$ cat config.mk
export PLATFORM = sky130hd
export DESIGN_NAME = smbusCfgSlave
export DESIGN_NICKNAME = d
export VERILOG_FILES = /design/src/rtl/smbus_cfg_pkg.sv /design/src/rtl/smbusCfgCtl.sv /design/src/rtl/cfgRegBank.sv /design/src/rtl/smbusCfgSlave.sv
export SDC_FILE = /design/constraint.sdc
export NUM_CORES = 1
export LEC_CHECK = 0
export ABC_AREA = 1
export BUFFER_PORTS_ARGS = -buffer_cell sky130_fd_sc_hd__buf_2
export CAP_MARGIN = 20
export CORE_MARGIN = 4
export CORE_UTILIZATION = 50
export DETAILED_ROUTE_END_ITERATION = 16
export PLACE_DENSITY = 0.71
export SYNTH_ARGS = -nofsm -noshare
export SYNTH_HDL_FRONTEND = slang
export SYNTH_HIERARCHICAL = 1
export SYNTH_SLANG_ARGS = --single-unit
export TNS_END_PERCENT = 50
$ cat constraint.sdc
create_clock -name clk -period 1.88 [get_ports clk]
set_clock_uncertainty 0.05 [all_clocks]
set_input_delay 0.282 -clock clk [delete_from_list [all_inputs] [get_ports clk]]
set_output_delay 0.282 -clock clk [all_outputs]
set_load 0.01 [all_outputs]
$ cat src/rtl/smbus_cfg_pkg.sv
package smbus_cfg_pkg;

  // Strobes from the bus controller to the register datapath
  typedef struct packed {
    logic       wrEn;
    logic [6:0] wrAddr;
    logic [7:0] wrData;
    logic [6:0] rdAddr;
  } regStrobe_t;

  typedef enum logic [2:0] {
    S_IDLE,
    S_ADDR,
    S_CMD,
    S_WCOUNT,
    S_WDATA,
    S_RDATA,
    S_IGNORE
  } busState_t;

endpackage

$ cat src/rtl/smbusCfgCtl.sv
module smbusCfgCtl
  import smbus_cfg_pkg::*;
#(
  parameter logic [6:0] SLAVE_ADDR = 7'h69
) (
  input  logic       clk,
  input  logic       rstN,
  input  logic       sclIn,
  input  logic       sdaIn,
  input  logic [7:0] rdData,
  input  logic [7:0] readLimit,
  output regStrobe_t strobe,
  output logic       sdaDriveLow
);

  localparam int SYNC_LEN = 3;

  logic [SYNC_LEN-1:0] sclSh, sdaSh;
  logic sclS, sclP, sdaS, sdaP;
  logic sclRise, sclFall, startSeen, stopSeen;

  busState_t  state;
  logic [7:0] shiftReg;
  logic [3:0] bitCnt;
  logic       ackPhase, txMode, byteMode, needCount;
  logic [6:0] offset;
  logic [7:0] cntLeft;
  logic       sdaLow;
  logic       wrPulse;
  logic [6:0] wrAddrQ;
  logic [7:0] wrDataQ;
  logic [7:0] countVal;

  assign sclS = sclSh[SYNC_LEN-2];
  assign sclP = sclSh[SYNC_LEN-1];
  assign sdaS = sdaSh[SYNC_LEN-2];
  assign sdaP = sdaSh[SYNC_LEN-1];

  assign sclRise   = sclS & ~sclP;
  assign sclFall   = ~sclS & sclP;
  assign startSeen = sclS & sclP & sdaP & ~sdaS;
  assign stopSeen  = sclS & sclP & ~sdaP & sdaS;

  assign countVal = (readLimit > {1'b0, offset}) ? (readLimit - {1'b0, offset}) : 8'd0;

  always_ff @(posedge clk) begin
    if (!rstN) begin
      sclSh     <= '1;
      sdaSh     <= '1;
      state     <= S_IDLE;
      shiftReg  <= '0;
      bitCnt    <= '0;
      ackPhase  <= 1'b0;
      txMode    <= 1'b0;
      byteMode  <= 1'b0;
      needCount <= 1'b0;
      offset    <= '0;
      cntLeft   <= '0;
      sdaLow    <= 1'b0;
      wrPulse   <= 1'b0;
      wrAddrQ   <= '0;
      wrDataQ   <= '0;
    end else begin
      sclSh   <= {sclSh[SYNC_LEN-2:0], sclIn};
      sdaSh   <= {sdaSh[SYNC_LEN-2:0], sdaIn};
      wrPulse <= 1'b0;
      if (startSeen) begin
        state    <= S_ADDR;
        bitCnt   <= '0;
        ackPhase <= 1'b0;
        txMode   <= 1'b0;
        sdaLow   <= 1'b0;
      end else if (stopSeen) begin
        state    <= S_IDLE;
        bitCnt   <= '0;
        ackPhase <= 1'b0;
        txMode   <= 1'b0;
        sdaLow   <= 1'b0;
      end else if (state != S_IDLE) begin
        if (sclRise) begin
          if (!ackPhase) begin
            bitCnt <= bitCnt + 4'd1;
            if (!txMode) shiftReg <= {shiftReg[6:0], sdaS};
          end else if (txMode && sdaS) begin
            state <= S_IGNORE;  // host NACK ends the read
          end
        end else if (sclFall) begin
          if (ackPhase) begin
            ackPhase <= 1'b0;
            bitCnt   <= '0;
            if (state == S_RDATA) begin
              txMode <= 1'b1;
              if (needCount) begin
                shiftReg  <= countVal;
                sdaLow    <= ~countVal[7];
                cntLeft   <= countVal;
                needCount <= 1'b0;
              end else if (cntLeft != 8'd0) begin
                shiftReg <= rdData;
                sdaLow   <= ~rdData[7];
                offset   <= offset + 7'd1;
                cntLeft  <= cntLeft - 8'd1;
              end else begin
                shiftReg <= 8'hFF;
                sdaLow   <= 1'b0;
              end
            end else begin
              txMode <= 1'b0;
              sdaLow <= 1'b0;
            end
          end else if (bitCnt == 4'd8) begin
            ackPhase <= 1'b1;
            if (txMode) begin
              sdaLow <= 1'b0;
            end else begin
              case (state)
                S_ADDR: begin
                  if (shiftReg[7:1] == SLAVE_ADDR) begin
                    sdaLow <= 1'b1;
                    if (shiftReg[0]) begin
                      state     <= S_RDATA;
                      needCount <= ~byteMode;
                      cntLeft   <= 8'd1;
                    end else begin
                      state <= S_CMD;
                    end
                  end else begin
                    sdaLow <= 1'b0;
                    state  <= S_IGNORE;
                  end
                end
                S_CMD: begin
                  sdaLow   <= 1'b1;
                  byteMode <= shiftReg[7];
                  offset   <= shiftReg[6:0];
                  if (shiftReg[7]) begin
                    state   <= S_WDATA;
                    cntLeft <= 8'd1;
                  end else begin
                    state <= S_WCOUNT;
                  end
                end
                S_WCOUNT: begin
                  sdaLow  <= 1'b1;
                  cntLeft <= shiftReg;
                  state   <= S_WDATA;
                end
                S_WDATA: begin
                  sdaLow <= 1'b1;
                  if (cntLeft != 8'd0) begin
                    wrPulse <= 1'b1;
                    wrAddrQ <= offset;
                    wrDataQ <= shiftReg;
                    offset  <= offset + 7'd1;
                    cntLeft <= cntLeft - 8'd1;
                  end
                end
                default: sdaLow <= 1'b0;
              endcase
            end
          end else if (txMode && bitCnt != 4'd0) begin
            shiftReg <= {shiftReg[6:0], 1'b0};
            sdaLow   <= ~shiftReg[6];
          end
        end
      end
    end
  end

  always_comb begin
    strobe.wrEn   = wrPulse;
    strobe.wrAddr = wrAddrQ;
    strobe.wrData = wrDataQ;
    strobe.rdAddr = offset;
  end

  assign sdaDriveLow = sdaLow;

  // pull-down only starts while SCL is low
  assert_sda_edge_scl_low_R12: assert property (@(posedge clk) disable iff (!rstN)
    $rose(sdaLow) |-> !sclS);

  // bus released while idle
  assert_idle_released_R12: assert property (@(posedge clk) disable iff (!rstN)
    (state == S_IDLE) |-> !sdaLow);

  // nothing driven on a frame being ignored
  assert_no_drive_when_ignored_R1: assert property (@(posedge clk) disable iff (!rstN)
    (state == S_IGNORE) |-> !sdaLow);

  // one strobe per accepted data byte
  assert_single_write_pulse_R4: assert property (@(posedge clk) disable iff (!rstN)
    strobe.wrEn |=> !strobe.wrEn);

endmodule

$ cat src/rtl/cfgRegBank.sv
module cfgRegBank
  import smbus_cfg_pkg::*;
#(
  parameter int         NUM_EN       = 8,
  parameter int         NUM_STOP     = 6,
  parameter int         DRIVE_W      = 3,
  parameter int         EN_OFS       = 0,
  parameter int         STOP_OFS     = 1,
  parameter int         LIMIT_OFS    = 2,
  parameter int         DRIVE_OFS    = 17,
  parameter int         LIMIT_INIT   = 16,
  parameter logic [2:0] DRIVE_NORMAL = 3'b101,
  parameter logic [2:0] DRIVE_QUIET  = 3'b111
) (
  input  logic                clk,
  input  logic                rstN,
  input  logic                wirelessMode,
  input  regStrobe_t          strobe,
  output logic [7:0]          rdData,
  output logic [7:0]          readLimit,
  output logic [NUM_EN-1:0]   outEnable,
  output logic [NUM_STOP-1:0] stopSel,
  output logic [DRIVE_W-1:0]  driveCode
);

  localparam logic [6:0] EN_A    = 7'(EN_OFS);
  localparam logic [6:0] STOP_A  = 7'(STOP_OFS);
  localparam logic [6:0] LIMIT_A = 7'(LIMIT_OFS);
  localparam logic [6:0] DRIVE_A = 7'(DRIVE_OFS);

  logic [NUM_EN-1:0]   enReg;
  logic [NUM_STOP-1:0] stopReg;
  logic [7:0]          limitReg;
  logic [DRIVE_W-1:0]  driveReg;

  for (genvar i = 0; i < NUM_EN; i++) begin : g_enBit
    always_ff @(posedge clk) begin
      if (!rstN)                                        enReg[i] <= 1'b1;
      else if (strobe.wrEn && strobe.wrAddr == EN_A)    enReg[i] <= strobe.wrData[i];
    end
  end

  always_ff @(posedge clk) begin
    if (!rstN) begin
      stopReg  <= '0;
      limitReg <= 8'(LIMIT_INIT);
      driveReg <= wirelessMode ? DRIVE_W'(DRIVE_QUIET) : DRIVE_W'(DRIVE_NORMAL);
    end else if (strobe.wrEn) begin
      if (strobe.wrAddr == STOP_A)  stopReg  <= strobe.wrData[NUM_STOP-1:0];
      if (strobe.wrAddr == LIMIT_A) limitReg <= strobe.wrData;
      if (strobe.wrAddr == DRIVE_A) driveReg <= strobe.wrData[DRIVE_W-1:0];
    end
  end

  always_comb begin
    rdData = '0;
    case (strobe.rdAddr)
      EN_A:    rdData[NUM_EN-1:0]   = enReg;
      STOP_A:  rdData[NUM_STOP-1:0] = stopReg;
      LIMIT_A: rdData               = limitReg;
      DRIVE_A: rdData[DRIVE_W-1:0]  = driveReg;
      default: rdData = '0;
    endcase
  end

  assign readLimit = limitReg;
  assign outEnable = enReg;
  assign stopSel   = stopReg;
  assign driveCode = driveReg;

  // registers move only on a write strobe
  assert_regs_hold_R11: assert property (@(posedge clk) disable iff (!rstN)
    !strobe.wrEn |=> ($stable(enReg) && $stable(stopReg) && $stable(limitReg) && $stable(driveReg)));

endmodule

$ cat src/rtl/smbusCfgSlave.sv
module smbusCfgSlave
  import smbus_cfg_pkg::*;
#(
  parameter logic [6:0] SLAVE_ADDR = 7'h69,
  parameter int         NUM_EN     = 8,
  parameter int         NUM_STOP   = 6,
  parameter int         DRIVE_W    = 3
) (
  input  logic                clk,
  input  logic                rstN,
  input  logic                wirelessMode,
  input  logic                sclIn,
  input  logic                sdaIn,
  output logic                sdaDriveLow,
  output logic [NUM_EN-1:0]   outEnable,
  output logic [NUM_STOP-1:0] stopSel,
  output logic [DRIVE_W-1:0]  driveCode
);

  regStrobe_t strobe;
  logic [7:0] rdData;
  logic [7:0] readLimit;

  smbusCfgCtl #(.SLAVE_ADDR(SLAVE_ADDR)) u_ctl (
    .clk        (clk),
    .rstN       (rstN),
    .sclIn      (sclIn),
    .sdaIn      (sdaIn),
    .rdData     (rdData),
    .readLimit  (readLimit),
    .strobe     (strobe),
    .sdaDriveLow(sdaDriveLow)
  );

  cfgRegBank #(
    .NUM_EN  (NUM_EN),
    .NUM_STOP(NUM_STOP),
    .DRIVE_W (DRIVE_W)
  ) u_regs (
    .clk         (clk),
    .rstN        (rstN),
    .wirelessMode(wirelessMode),
    .strobe      (strobe),
    .rdData      (rdData),
    .readLimit   (readLimit),
    .outEnable   (outEnable),
    .stopSel     (stopSel),
    .driveCode   (driveCode)
  );

endmodule

==> qor.yml, run 1 <==
worst_setup_path:
  worstPathRequired_ns: 2.13
  crit_slowest_cell: "dfxtp_1"
  worst_setup_path_start_kind: "flop"
  slowest_delay_ns: 0.36
  crit_top_cell: "nand2_1"
  startpoint: "u_ctl/offset[1]$_SDFFE_PN0P_"
  reg2reg_depth: 11
  r2r_slack_ns: -0.05
  worstSetupEndpointType: "flop"
  cp-endpoint: "u_ctl/shiftReg[7]$_SDFFE_PN0P_"
  crit_chain: "inv_2 -> ha_1 -> nand2_1 -> nor2_1 -> nand2_1 -> nand2_1 -> a21oi_4 -> nand3_2 -> nand2_1 -> nand2_1 -> a21oi_2"
  worst-setup-path-type: "reg2reg"
  worstPathMaxFanout: 5
  critPathArrivalTime_ns: 2.17
  worstReg2RegEnd: "u_ctl/shiftReg[7]$_SDFFE_PN0P_"
  reg2reg_from: "u_ctl/offset[1]$_SDFFE_PN0P_"
finish:
  nNetsFinal: 895
  drive_gt1_share_pct: 24.1
  nFillCells: 908
  n_antenna_cell: 0
  syn_to_final_growth_pct: 22.7
placed_design:
  gp_congestion: 0.989
  portBuffers: 22
  place_ws_ns: -0.103
  dp_hpwl_um: 11300
clock_tree:
  cts.htree.levels: 3
  cts_tree: "built"
  clock_path_buffers: 2
  cts_root_buf: "clkbuf_8"
  clkLatencyLatePin_ns: 0.36
  clk_pin_slew_ns: 0.09
  cts.sinks: 82
  numCtsBuffers: 9
  holdBufCountCts: 0
yosys:
  async_reset_ff_share_pct: 0
  syn-num-nets: 832
  synth_seq_area_share_pct: 32.0
  ys_types: 40
  synth_area_per_cell_um2: 6.47
  yosysWarningCount: 6
  synth-seq-cells: 82
  synth_area_um2: 5220
  synth_edf_count: 3
  synthCells: 807
  ys.flop_type: "dfxtp_1"
route:
  vias_per_cell: 5.59
  drc: 0
  routed_wl_um: 15900
  post_drt_wl_per_cell_um: 15.8
  drt_first_pass_iters: 7
  drtAntennaViolNets: 0
  first_iter_violations: 556
  vias: 5651
sta:
  fmax_mhz: 519
  slew_headroom_pct: 69.5
  fin_ws_ns: -0.0482
  hold_slack_ns: 0.0639
  finalCritPeriodShare_pct: 103
  finalHoldViolCount: 0
  rsz0062_at_grt: "yes"
  final_max_slew_viol_count: 0
  worst_pin_slew_ns: 0.453
  fin_crit_ns: 1.93
  setup_viol: 8
floorplan:
  num_io_pins: 23
  design.die.area_um2: 12100
  core-area_um2: 10200
  rows: 37
  die_y_um: 110
  start_util_pct: 51.0
  die_w_um: 110
global_route:
  grt_usage_pct: 25.6
  antenna_found_initial: 0
  grt_pass1_wl_um: 24600
  grt_overflow: 0
  grt_pass1_vias: 5188
  grt_start_max_net_pins: 31
pwr:
  total_power_mw: 3.08
  vdd_drop_max_v: 0.000481
  p_leak_nw: 2.79
  power_density_nw_per_um2: 481
run_status:
  violations: "setup timing"
  status: "finished with violations"
min_path:
  hold_path_class: "in2reg"
  holdPathStages: 2
job:
  cap_violations: 0
==> cells in the mapped netlist (5+ instances only) <==
master    instances  area share, %
or2_2             5           0.60
nand3_2           5           0.96
nand2_2           5           0.60
nand4_1           8           0.96
nand2_1         209             15
nand3_1         104             10
nor2_4            8            1.7
inv_1            93            6.7
nor2_2            9            1.1
inv_2             6           0.43
buf_2             9           0.86
ha_1             19            4.6
a21oi_1          50            4.8
dfxtp_1          79             30
clkbuf_1         10           0.72
nor2_1           74            5.3
buf_4             5           0.72
o21ai_0          60            5.8
==> cells by family (layout without fill, tap and decap cells) <==
group | count (synthesis) | count (layout) | share of synthesized area, %
AND/OR/NAND/NOR | 442 | 442 | 38.4
AO/OA/AOI/OAI | 131 | 131 | 13.6
buffers and inverters | 128 | 196 | 10.4
flip-flops | 82 | 82 | 32.0
adder cells (fa/ha/maj) | 20 | 20 | 4.94
XOR/XNOR | 4 | 4 | 0.671
==> stage by stage <==
| stage | utilization (%) | instance area, um2 | instances | TNS [ns] |
|---|---|---|---|---|
| after floorplan | - | 5220 | 807 | 0 |
| after global routing | 62.6 | 6400 | 1011 | -1.66 |
| after global placement | 55.9 | 5720 | 985 | -0.0662 |
| after CTS | 59.0 | 6040 | 1005 | 0 |
| final | 62.6 | 6400 | 1011 | -0.232 |
| after detailed placement | 55.9 | 5720 | 985 | -0.950 |
==> per-layer routing <==
metal | track usage [%] | up-vias | wire length, um
li1 | - | 2754 | -
met1 | 34.9 | 2586 | 6940
met2 | 40.7 | 269 | 7410
met3 | 3.84 | 42 | 1130
met4 | 10.6 | 0 | 450
met5 | 0 | - | 0
==> repair_timing <==
item | in CTS | in global routing
setup buffers | 4 | 5
cloned | 0 | 2
pin swaps | 11 | 24
endpoints found under the setup margin | 39 | 46
resized for setup | 30 | 72
==> registers in the layout, summed over array words and instances (netlist names) <==
signal	cells
u_ctl/cntLeft	8
u_ctl/shiftReg	8
u_ctl/wrDataQ	8
u_regs/outEnable	8
u_regs/readLimit	8
u_ctl/offset	7
u_ctl/wrAddrQ	7
u_regs/stopSel	6
u_ctl/bitCnt	4
u_ctl/sclSh	3
u_ctl/sdaSh	3
u_ctl/state	3
u_regs/driveCode	3
u_ctl/ackPhase	1
u_ctl/byteMode	1
u_ctl/needCount	1
u_ctl/sdaDriveLow	1
u_ctl/txMode	1
u_ctl/wrPulse	1
==> power by group <==
group / internal, mW / switching [mW]
Clock: 0.501 / 0.710
Sequential: 1.75 / 0.00492
Combinational: 0.0390 / 0.0694
Total: 2.29 / 0.784
==> critical path: cells and delay by family, from the launching register on <==
kind / cells / cell delay [ns]
and+or+nand+nor: 7 / 0.68
AOI/OAI and AO/OA: 2 / 0.37
DFF: 1 / 0.36
adders and majority gates: 1 / 0.33
buffers and inverters: 1 / 0.08
==> final cells by class <==
type                            count  area (um2)  share of cell area (%)
Sequential cell                    82        1680                    26.3
Inverter                          100         390                    6.10
Clock inverter                      7        57.6                   0.899
Tap cell                          136         170                    2.66
Timing Repair Buffer               80         613                    9.58
Clock buffer                        9         124                    1.94
Multi-Input combinational cell    597        3360                    52.5
==> worst min-delay path by stage <==
stage / start / to / slack (ns)
detailed placement: u_ctl/sdaSh[0]$_SDFF_PN1_ / u_ctl/sdaSh[1]$_SDFF_PN1_ / 0.35
floorplan: sclIn / u_ctl/sclSh[0]$_SDFF_PN1_ / 0.34
CTS: sdaIn / u_ctl/sdaSh[0]$_SDFF_PN1_ / 0.06
finish: sdaIn / u_ctl/sdaSh[0]$_SDFF_PN1_ / 0.06
global placement: u_ctl/sclSh[0]$_SDFF_PN1_ / u_ctl/sclSh[1]$_SDFF_PN1_ / 0.35
global route: sdaIn / u_ctl/sdaSh[0]$_SDFF_PN1_ / 0.05
==> layout by cell type (no fill, tap or decap), drive strengths merged <==
master / Yosys / final
nand2: 214 / 214
nand3: 109 / 109
inv: 99 / 102
nor2: 92 / 92
dfxtp: 79 / 79
buf: 18 / 78
o21ai: 64 / 64
a21oi: 53 / 53
ha: 19 / 19
clkbuf: 10 / 11
nand4: 8 / 8
or2: 5 / 5
nor3: 5 / 5
o211ai: 4 / 4
xor2: 4 / 4
a211oi: 4 / 4
nand3b: 3 / 3
a31oi: 3 / 3
edfxtp: 3 / 3
clkinv: 1 / 3
clkinvlp: 0 / 2
and3: 2 / 2
nor3b: 2 / 2
o31ai: 1 / 1
o21a: 1 / 1
nor2b: 1 / 1
o211a: 1 / 1
nor4: 1 / 1
fa: 1 / 1
No activity file was read; power rests on OpenSTA's default activity.
==> run 2: changes to the inputs <==
Settings changed: HOLD_SLACK_MARGIN set to 0.08.
==> run 2 against run 1 <==
- the run still ends with setup timing left
- highest routed layer unchanged
- largest power group unchanged
- sequential power about the same
- first-iteration DRC count up 4.5%
- non-clock buffer count up 2
- largest cell class unchanged
- routed wire length unchanged
- utilization up 0.20 points
==> qor.yml, run 2 (synthesized netlist as in run 1, its figures left out) <==
placed_design:
  dp.cells: 985  # unchanged
  gp_congestion: 0.989  # unchanged
  dp_hpwl_um: 11300  # unchanged
  portBuffers: 22  # unchanged
  place_area_um2: 5720  # unchanged
sta:
  rsz0062_at_grt: "yes"
  worst_pin_slew_ns: 0.453  # -0.0000843 ns
  slew_headroom_pct: 69.5  # about the same
  finalHoldViolCount: 0  # unchanged
  fin_ws_ns: -0.0435  # +0.00466 ns
  final_max_slew_viol_count: 0  # unchanged
  fmax_mhz: 520  # +0.24%
  finalCritPeriodShare_pct: 102  # -0.25 points
  fin_crit_ns: 1.92  # -0.00466 ns
  setup_viol: 9  # +1
worst_setup_path:
  slowest_delay_ns: 0.36  # about the same
  r2r_slack_ns: -0.04  # about the same
  crit_chain: "inv_2 -> ha_1 -> nand2_1 -> nor2_1 -> nand2_1 -> nand2_1 -> a21oi_4 -> nand3_2 -> nand2_1 -> nand2_1 -> a21oi_2"
  critPathArrivalTime_ns: 2.17  # about the same
  worstReg2RegEnd: "u_ctl/shiftReg[7]$_SDFFE_PN0P_"
  worstPathMaxFanout: 5  # unchanged
  worstPathRequired_ns: 2.13  # about the same
  crit_buf_inv: 1  # unchanged
  worst_setup_path_start_kind: "flop"
  worst-setup-path-type: "reg2reg"
  path_depth: 11  # unchanged
  reg2reg_from: "u_ctl/offset[1]$_SDFFE_PN0P_"
  critPathTopFamily: "simple AND/OR/NAND/NOR gates"
  crit_slowest_cell: "dfxtp_1"
  reg2reg_depth: 11  # unchanged
  crit_top_cell: "nand2_1"
  worstSetupEndpointType: "flop"
global_route:
  grt_usage_pct: 25.7  # about the same
  grt_overflow: 0  # unchanged
  antenna_found_initial: 0  # unchanged
  grt_pass1_vias: 5190  # +0.039%
  grt_start_max_net_pins: 31  # unchanged
  grt_pass1_wl_um: 24600  # +0.11%
min_path:
  holdPathStages: 2  # unchanged
  hold_path_class: "in2reg"
  min_from: "rstN"
  hold_end: "u_regs/outEnable[1]$_SDFFE_PN1P_"
finish:
  syn_to_final_growth_pct: 23.1
  final_common_cell: "nand2_1"
  fin_cells: 1013  # +0.20%
  n_antenna_cell: 0  # unchanged
  final_cell_mix: "nand2_1 (194), nand3_1 (92), inv_1 (83)"
  final_cell_area_um2: 6420  # +0.31%
  drive_gt1_share_pct: 24.1  # -0.055 points
  nNetsFinal: 897  # +0.22%
floorplan:
  num_io_pins: 23  # unchanged
  design.die.area_um2: 12100  # unchanged
  core-area_um2: 10200  # unchanged
  rows: 37  # unchanged
  die_w_um: 110  # unchanged
  start_util_pct: 51.0  # unchanged
  die_y_um: 110  # unchanged
route:
  routed_wl_um: 15900  # unchanged
  drtAntennaViolNets: 0  # unchanged
  post_drt_wl_per_cell_um: 15.7  # -0.20%
  drc: 0  # unchanged
  vias: 5675  # +0.42%
  vias_per_cell: 5.60  # +0.23%
  first_iter_violations: 581  # +4.5%
  drt_first_pass_iters: 6  # -1
pwr:
  power_density_nw_per_um2: 481  # +0.13%
  vdd_drop_max_v: 0.000484  # +0.64%
  p_leak_nw: 2.80  # +0.30%
run_status:
  status: "finished with violations"
  violations: "setup timing"
clock_tree:
  cts_tree: "built"
  cts.sinks: 82  # unchanged
  cts.htree.levels: 3  # unchanged
  numCtsBuffers: 9  # unchanged
  clk_pin_slew_ns: 0.10  # about the same
  cts_root_buf: "clkbuf_8"
  clkLatencyLatePin_ns: 0.37  # about the same
  clock_path_buffers: 2  # unchanged
job:
  cap_violations: 0  # unchanged
[run 2: cell types whose count changed in the layout (fill, tap and decap cells not counted), sizes merged]
cell,previous run,this run
dlygate4sd3,0,2
[run 2: how the worst max path moves through the flow]
stage,from,endpoint,slack (ns)
CTS,u_ctl/sclSh[1]$_SDFF_PN1_,u_ctl/shiftReg[2]$_SDFFE_PN0P_,0.003
floorplan,u_ctl/offset[5]$_SDFFE_PN0P_,u_ctl/shiftReg[7]$_SDFFE_PN0P_,0.07
global route,u_ctl/offset[1]$_SDFFE_PN0P_,u_ctl/cntLeft[7]$_SDFFE_PN0P_,-0.15
finish,u_ctl/offset[1]$_SDFFE_PN0P_,u_ctl/shiftReg[7]$_SDFFE_PN0P_,-0.04
detailed placement,u_ctl/sclSh[2]$_SDFF_PN1_,u_ctl/bitCnt[3]$_SDFFE_PP0P_,-0.10
global placement,u_ctl/offset[5]$_SDFFE_PN0P_,u_ctl/cntLeft[1]$_SDFFE_PN0P_,-0.04
[run 2: final cells by class]
type                            count  area [um2]
Multi-Input combinational cell    597        3360
Fill cell                         906        3810
Clock buffer                        9         124
Inverter                          100         390
Tap cell                          136         170
Sequential cell                    82        1680
Timing Repair Buffer               82         633
Clock inverter                      7        57.6
[run 2: per-layer routing]
metal | wire length (um) | track usage [%] | up-vias
met1 | 6900 | 34.9 | 2619
met2 | 7360 | 40.7 | 252
met4 | 456 | 10.6 | 0
met5 | 0 | 0 | -
li1 | - | - | 2758
met3 | 1210 | 3.84 | 46
[run 2: what timing repair did]
item | 4_1_cts | 5_1_grt
resized for setup | 30 | 72
endpoints found under the hold margin | 2 | 0
cloned | 0 | 2
setup buffers | 4 | 5
hold buffers | 2 | 0
pin swaps | 11 | 24
endpoints found under the setup margin | 39 | 46
[run 2: stage by stage]
step / setup WS, ns / power [mW] / hold slack, ns / setup TNS, ns / util (%)
after CTS: 0.00276 / 3.11 / 0.166 / 0 / 59.2
final: -0.0435 / 3.09 / 0.173 / -0.248 / 62.8
after global routing: -0.145 / 3.23 / 0.156 / -1.66 / 62.8
after floorplan: 0.0722 / 1.86 / 0.339 / 0 / -
after global placement: -0.0397 / 1.89 / 0.345 / -0.0662 / 55.9
after detailed placement: -0.103 / 1.89 / 0.349 / -0.950 / 55.9
[run 2: power by group]
group / total, mW / switching [mW] / internal (mW)
clock: 1.22 / 0.720 / 0.501
combinational: 0.112 / 0.0700 / 0.0417
sequential: 1.76 / 0.00495 / 1.75
[run 2: worst register-to-register path, stage by stage, from the launching register on]
cell     delay (ns)
dfxtp_1        0.36
inv_2          0.08
ha_1           0.33
nand2_1        0.08
nor2_1         0.09
nand2_1        0.09
nand2_1        0.09
a21oi_4        0.26
nand3_2        0.17
nand2_1        0.10
nand2_1        0.06
a21oi_2        0.11
==> run 3: changes to the inputs <==
Settings changed: SETUP_SLACK_MARGIN set to 0.4.
==> run 3 against run 2 <==
- the flow still finishes with violations (setup timing)
- routed wire length is 14% higher
- total power is 5.9% higher
- sequential power hardly changed
- cell count is 0.99% higher
- via count is 3.5% higher
- critical endpoint is now u_ctl/cntLeft[2]$_SDFFE_PN0P_
- largest cell class unchanged
- highest routed layer unchanged
==> qor.yml, run 3 (synthesized netlist as in run 1, its figures left out) <==
finish:
  finish.utilization_pct: 67.7  # +4.9 points
  nNetsFinal: 907  # +1.1%
  final_cell_mix: "nand2_1 (187), nand3_1 (88), inv_1 (78)"
  final_common_cell: "nand2_1"
  syn_to_final_growth_pct: 32.7
  final_cell_area_um2: 6920  # +7.8%
  drive_gt1_share_pct: 31.6  # +7.5 points
  n_antenna_cell: 0  # unchanged
  nFillCells: 791  # -13%
route:
  routed_wl_um: 18100  # +14%
  drt_first_pass_iters: 5  # -1
  drtAntennaViolNets: 0  # unchanged
  drc: 0  # unchanged
  first_iter_violations: 866  # +49%
  post_drt_wl_per_cell_um: 17.7  # +13%
  vias_per_cell: 5.74  # +2.4%
  vias: 5871  # +3.5%
worst_setup_path:
  worstPathMaxFanout: 5  # unchanged
  crit_slowest_cell: "dfxtp_2"
  crit_chain: "inv_2 -> ha_4 -> inv_4 -> fa_2 -> nand2_2 -> nand2_4 -> nand3_4 -> a21oi_4 -> nand2_1 -> nand2_1 -> nand3_1 -> a21oi_1"
  worstSetupEndpointType: "flop"
  crit_top_cell: "nand2_1"
  critPathArrivalTime_ns: 2.18  # about the same
  worst_setup_path_start_kind: "flop"
  worst-setup-path-type: "reg2reg"
  slowest_delay_ns: 0.35  # about the same
  worstPathRequired_ns: 2.14  # about the same
sta:
  fin_crit_ns: 1.92  # -0.000947 ns
  fin_ws_ns: -0.0426  # +0.000947 ns
  fmax_mhz: 520  # about the same
  slew_headroom_pct: 64.4  # -5.1 points
  finalCritPeriodShare_pct: 102  # about the same
  rsz0062_at_grt: "yes"
  finalHoldViolCount: 0  # unchanged
  setup_viol: 4  # -5
  final_max_slew_viol_count: 0  # unchanged
  worst_pin_slew_ns: 0.529  # +0.0756 ns
  hold_slack_ns: 0.188  # +0.0151 ns
clock_tree:
  clock_path_buffers: 2  # unchanged
  cts.sinks: 82  # unchanged
  cts_root_buf: "clkbuf_8"
  cts_tree: "built"
  clk_pin_slew_ns: 0.10  # about the same
  numCtsBuffers: 9  # unchanged
  clkLatencyLatePin_ns: 0.38  # about the same
  cts.htree.levels: 3  # unchanged
floorplan:
  die_w_um: 110  # unchanged
  design.die.area_um2: 12100  # unchanged
  rows: 37  # unchanged
  core-area_um2: 10200  # unchanged
  die_y_um: 110  # unchanged
  num_io_pins: 23  # unchanged
  start_util_pct: 51.0  # unchanged
pwr:
  power_density_nw_per_um2: 473  # -1.7%
  p_seq_share_pct: 53.7  # -3.2 points
  total_power_mw: 3.27  # +5.9%
  vdd_drop_max_v: 0.000508  # +4.9%
  comb_power_share_pct: 4.3  # +0.7 points
  switchingPower_uw: 835  # +5.0%
  p_int_mw: 2.44  # +6.2%
  p_leak_nw: 2.93  # +4.9%
  p_sw_share_pct: 25.5  # -0.22 points
  clkPwrFrac_pct: 42.1  # +2.6 points
run_status:
  violations: "setup timing"
  status: "finished with violations"
min_path:
  hold_path_class: "in2reg"
job:
  cap_violations: 0  # unchanged
global_route:
  grt_start_max_net_pins: 57  # +84%
  grt_usage_pct: 28.9  # +3.2 points
  grt_pass1_vias: 5352  # +3.1%
  antenna_found_initial: 0  # unchanged
  grt_overflow: 0  # unchanged
  grt_pass1_wl_um: 26900  # +9.5%
placed_design:
  gp_congestion: 0.963  # -2.6%
  dp_hpwl_um: 11700  # +3.2%
  place_area_um2: 5830  # +1.9%
  portBuffers: 22  # unchanged
run 3: changes by cell type in the layout (fill, tap and decap cells not counted), moves of 7 or more:
cell,before,now
o21ai_0,58,46
buf_4,52,45
a21oi_1,44,26
buf_6,2,11
nor2_1,70,62
nand2_1,194,187
a21oi_2,6,26
o21ai_1,3,13
run 3: final timing paths:
| path | start | endpoint | slack, ns | cells past startpoint |
|---|---|---|---|---|
| worst max-delay path | u_regs/readLimit[0]$_SDFFE_PN0P_ | u_ctl/cntLeft[2]$_SDFFE_PN0P_ | -0.04 | 12 |
| worst min-delay path | wirelessMode | u_regs/driveCode[1]$_DFFE_PP_ | 0.19 | 3 |
| worst max register to register | u_regs/readLimit[0]$_SDFFE_PN0P_ | u_ctl/cntLeft[2]$_SDFFE_PN0P_ | -0.04 | 12 |
| worst min register to register | u_ctl/sdaSh[0]$_SDFF_PN1_ | u_ctl/sdaSh[1]$_SDFF_PN1_ | 0.37 | 1 |
run 3: per-stage QoR:
stage          setup TNS [ns]  std cells  worst slack [ns]
2_1_floorplan               0        807             0.177
3_3_place_gp                0        973            0.0569
3_5_place_dp          -0.0110        973          -0.00976
4_1_cts                     0       1016            0.0601
5_1_grt                 -1.20       1023            -0.132
6_report              -0.0737       1023           -0.0426
run 3: power groups by stage:
stage	clock network, mW	logic [mW]	registers (mW)
floorplan	0	0.0657	1.80
finish	1.38	0.141	1.76
detailed placement	0	0.101	1.80
global route	1.47	0.150	1.76
global placement	0	0.101	1.80
CTS	1.38	0.125	1.76
run 3: worst max-delay path: cells and delay by family, from the launching register on:
kind / cells / cell delay, ns
AO/OA/AOI/OAI: 2 / 0.39
adder cells (fa/ha/maj): 2 / 0.38
buffers and inverters: 2 / 0.10
flip-flops: 1 / 0.35
AND/OR/NAND/NOR: 6 / 0.56
run 3: area by class of cell:
class | instances | area [um2] | share of cell area (%)
clock buffer | 10 | 128 | 1.84
timing repair inverter | 1 | 8.76 | 0.127
sequential | 82 | 1700 | 24.5
inverter | 100 | 398 | 5.75
timing repair buffer | 91 | 835 | 12.1
tap | 136 | 170 | 2.46
multi-input combinational | 597 | 3610 | 52.2
clock inverter | 6 | 72.6 | 1.05
run 3: repair_timing:
action,in CTS,in global routing
hold endpoints to repair,2,0
endpoints found under the setup margin,53,56
resized for setup,70,91
gates cloned,3,1
pin swaps,30,71
buffers inserted,22,6
hold buffers,2,0
run 3: per-layer routing:
layer  share of wire (%)  track usage (%)
met2                  48             47.1
met4                 2.3             11.0
met3                 8.2             4.14
met5                   0                0
met1                  42             38.6
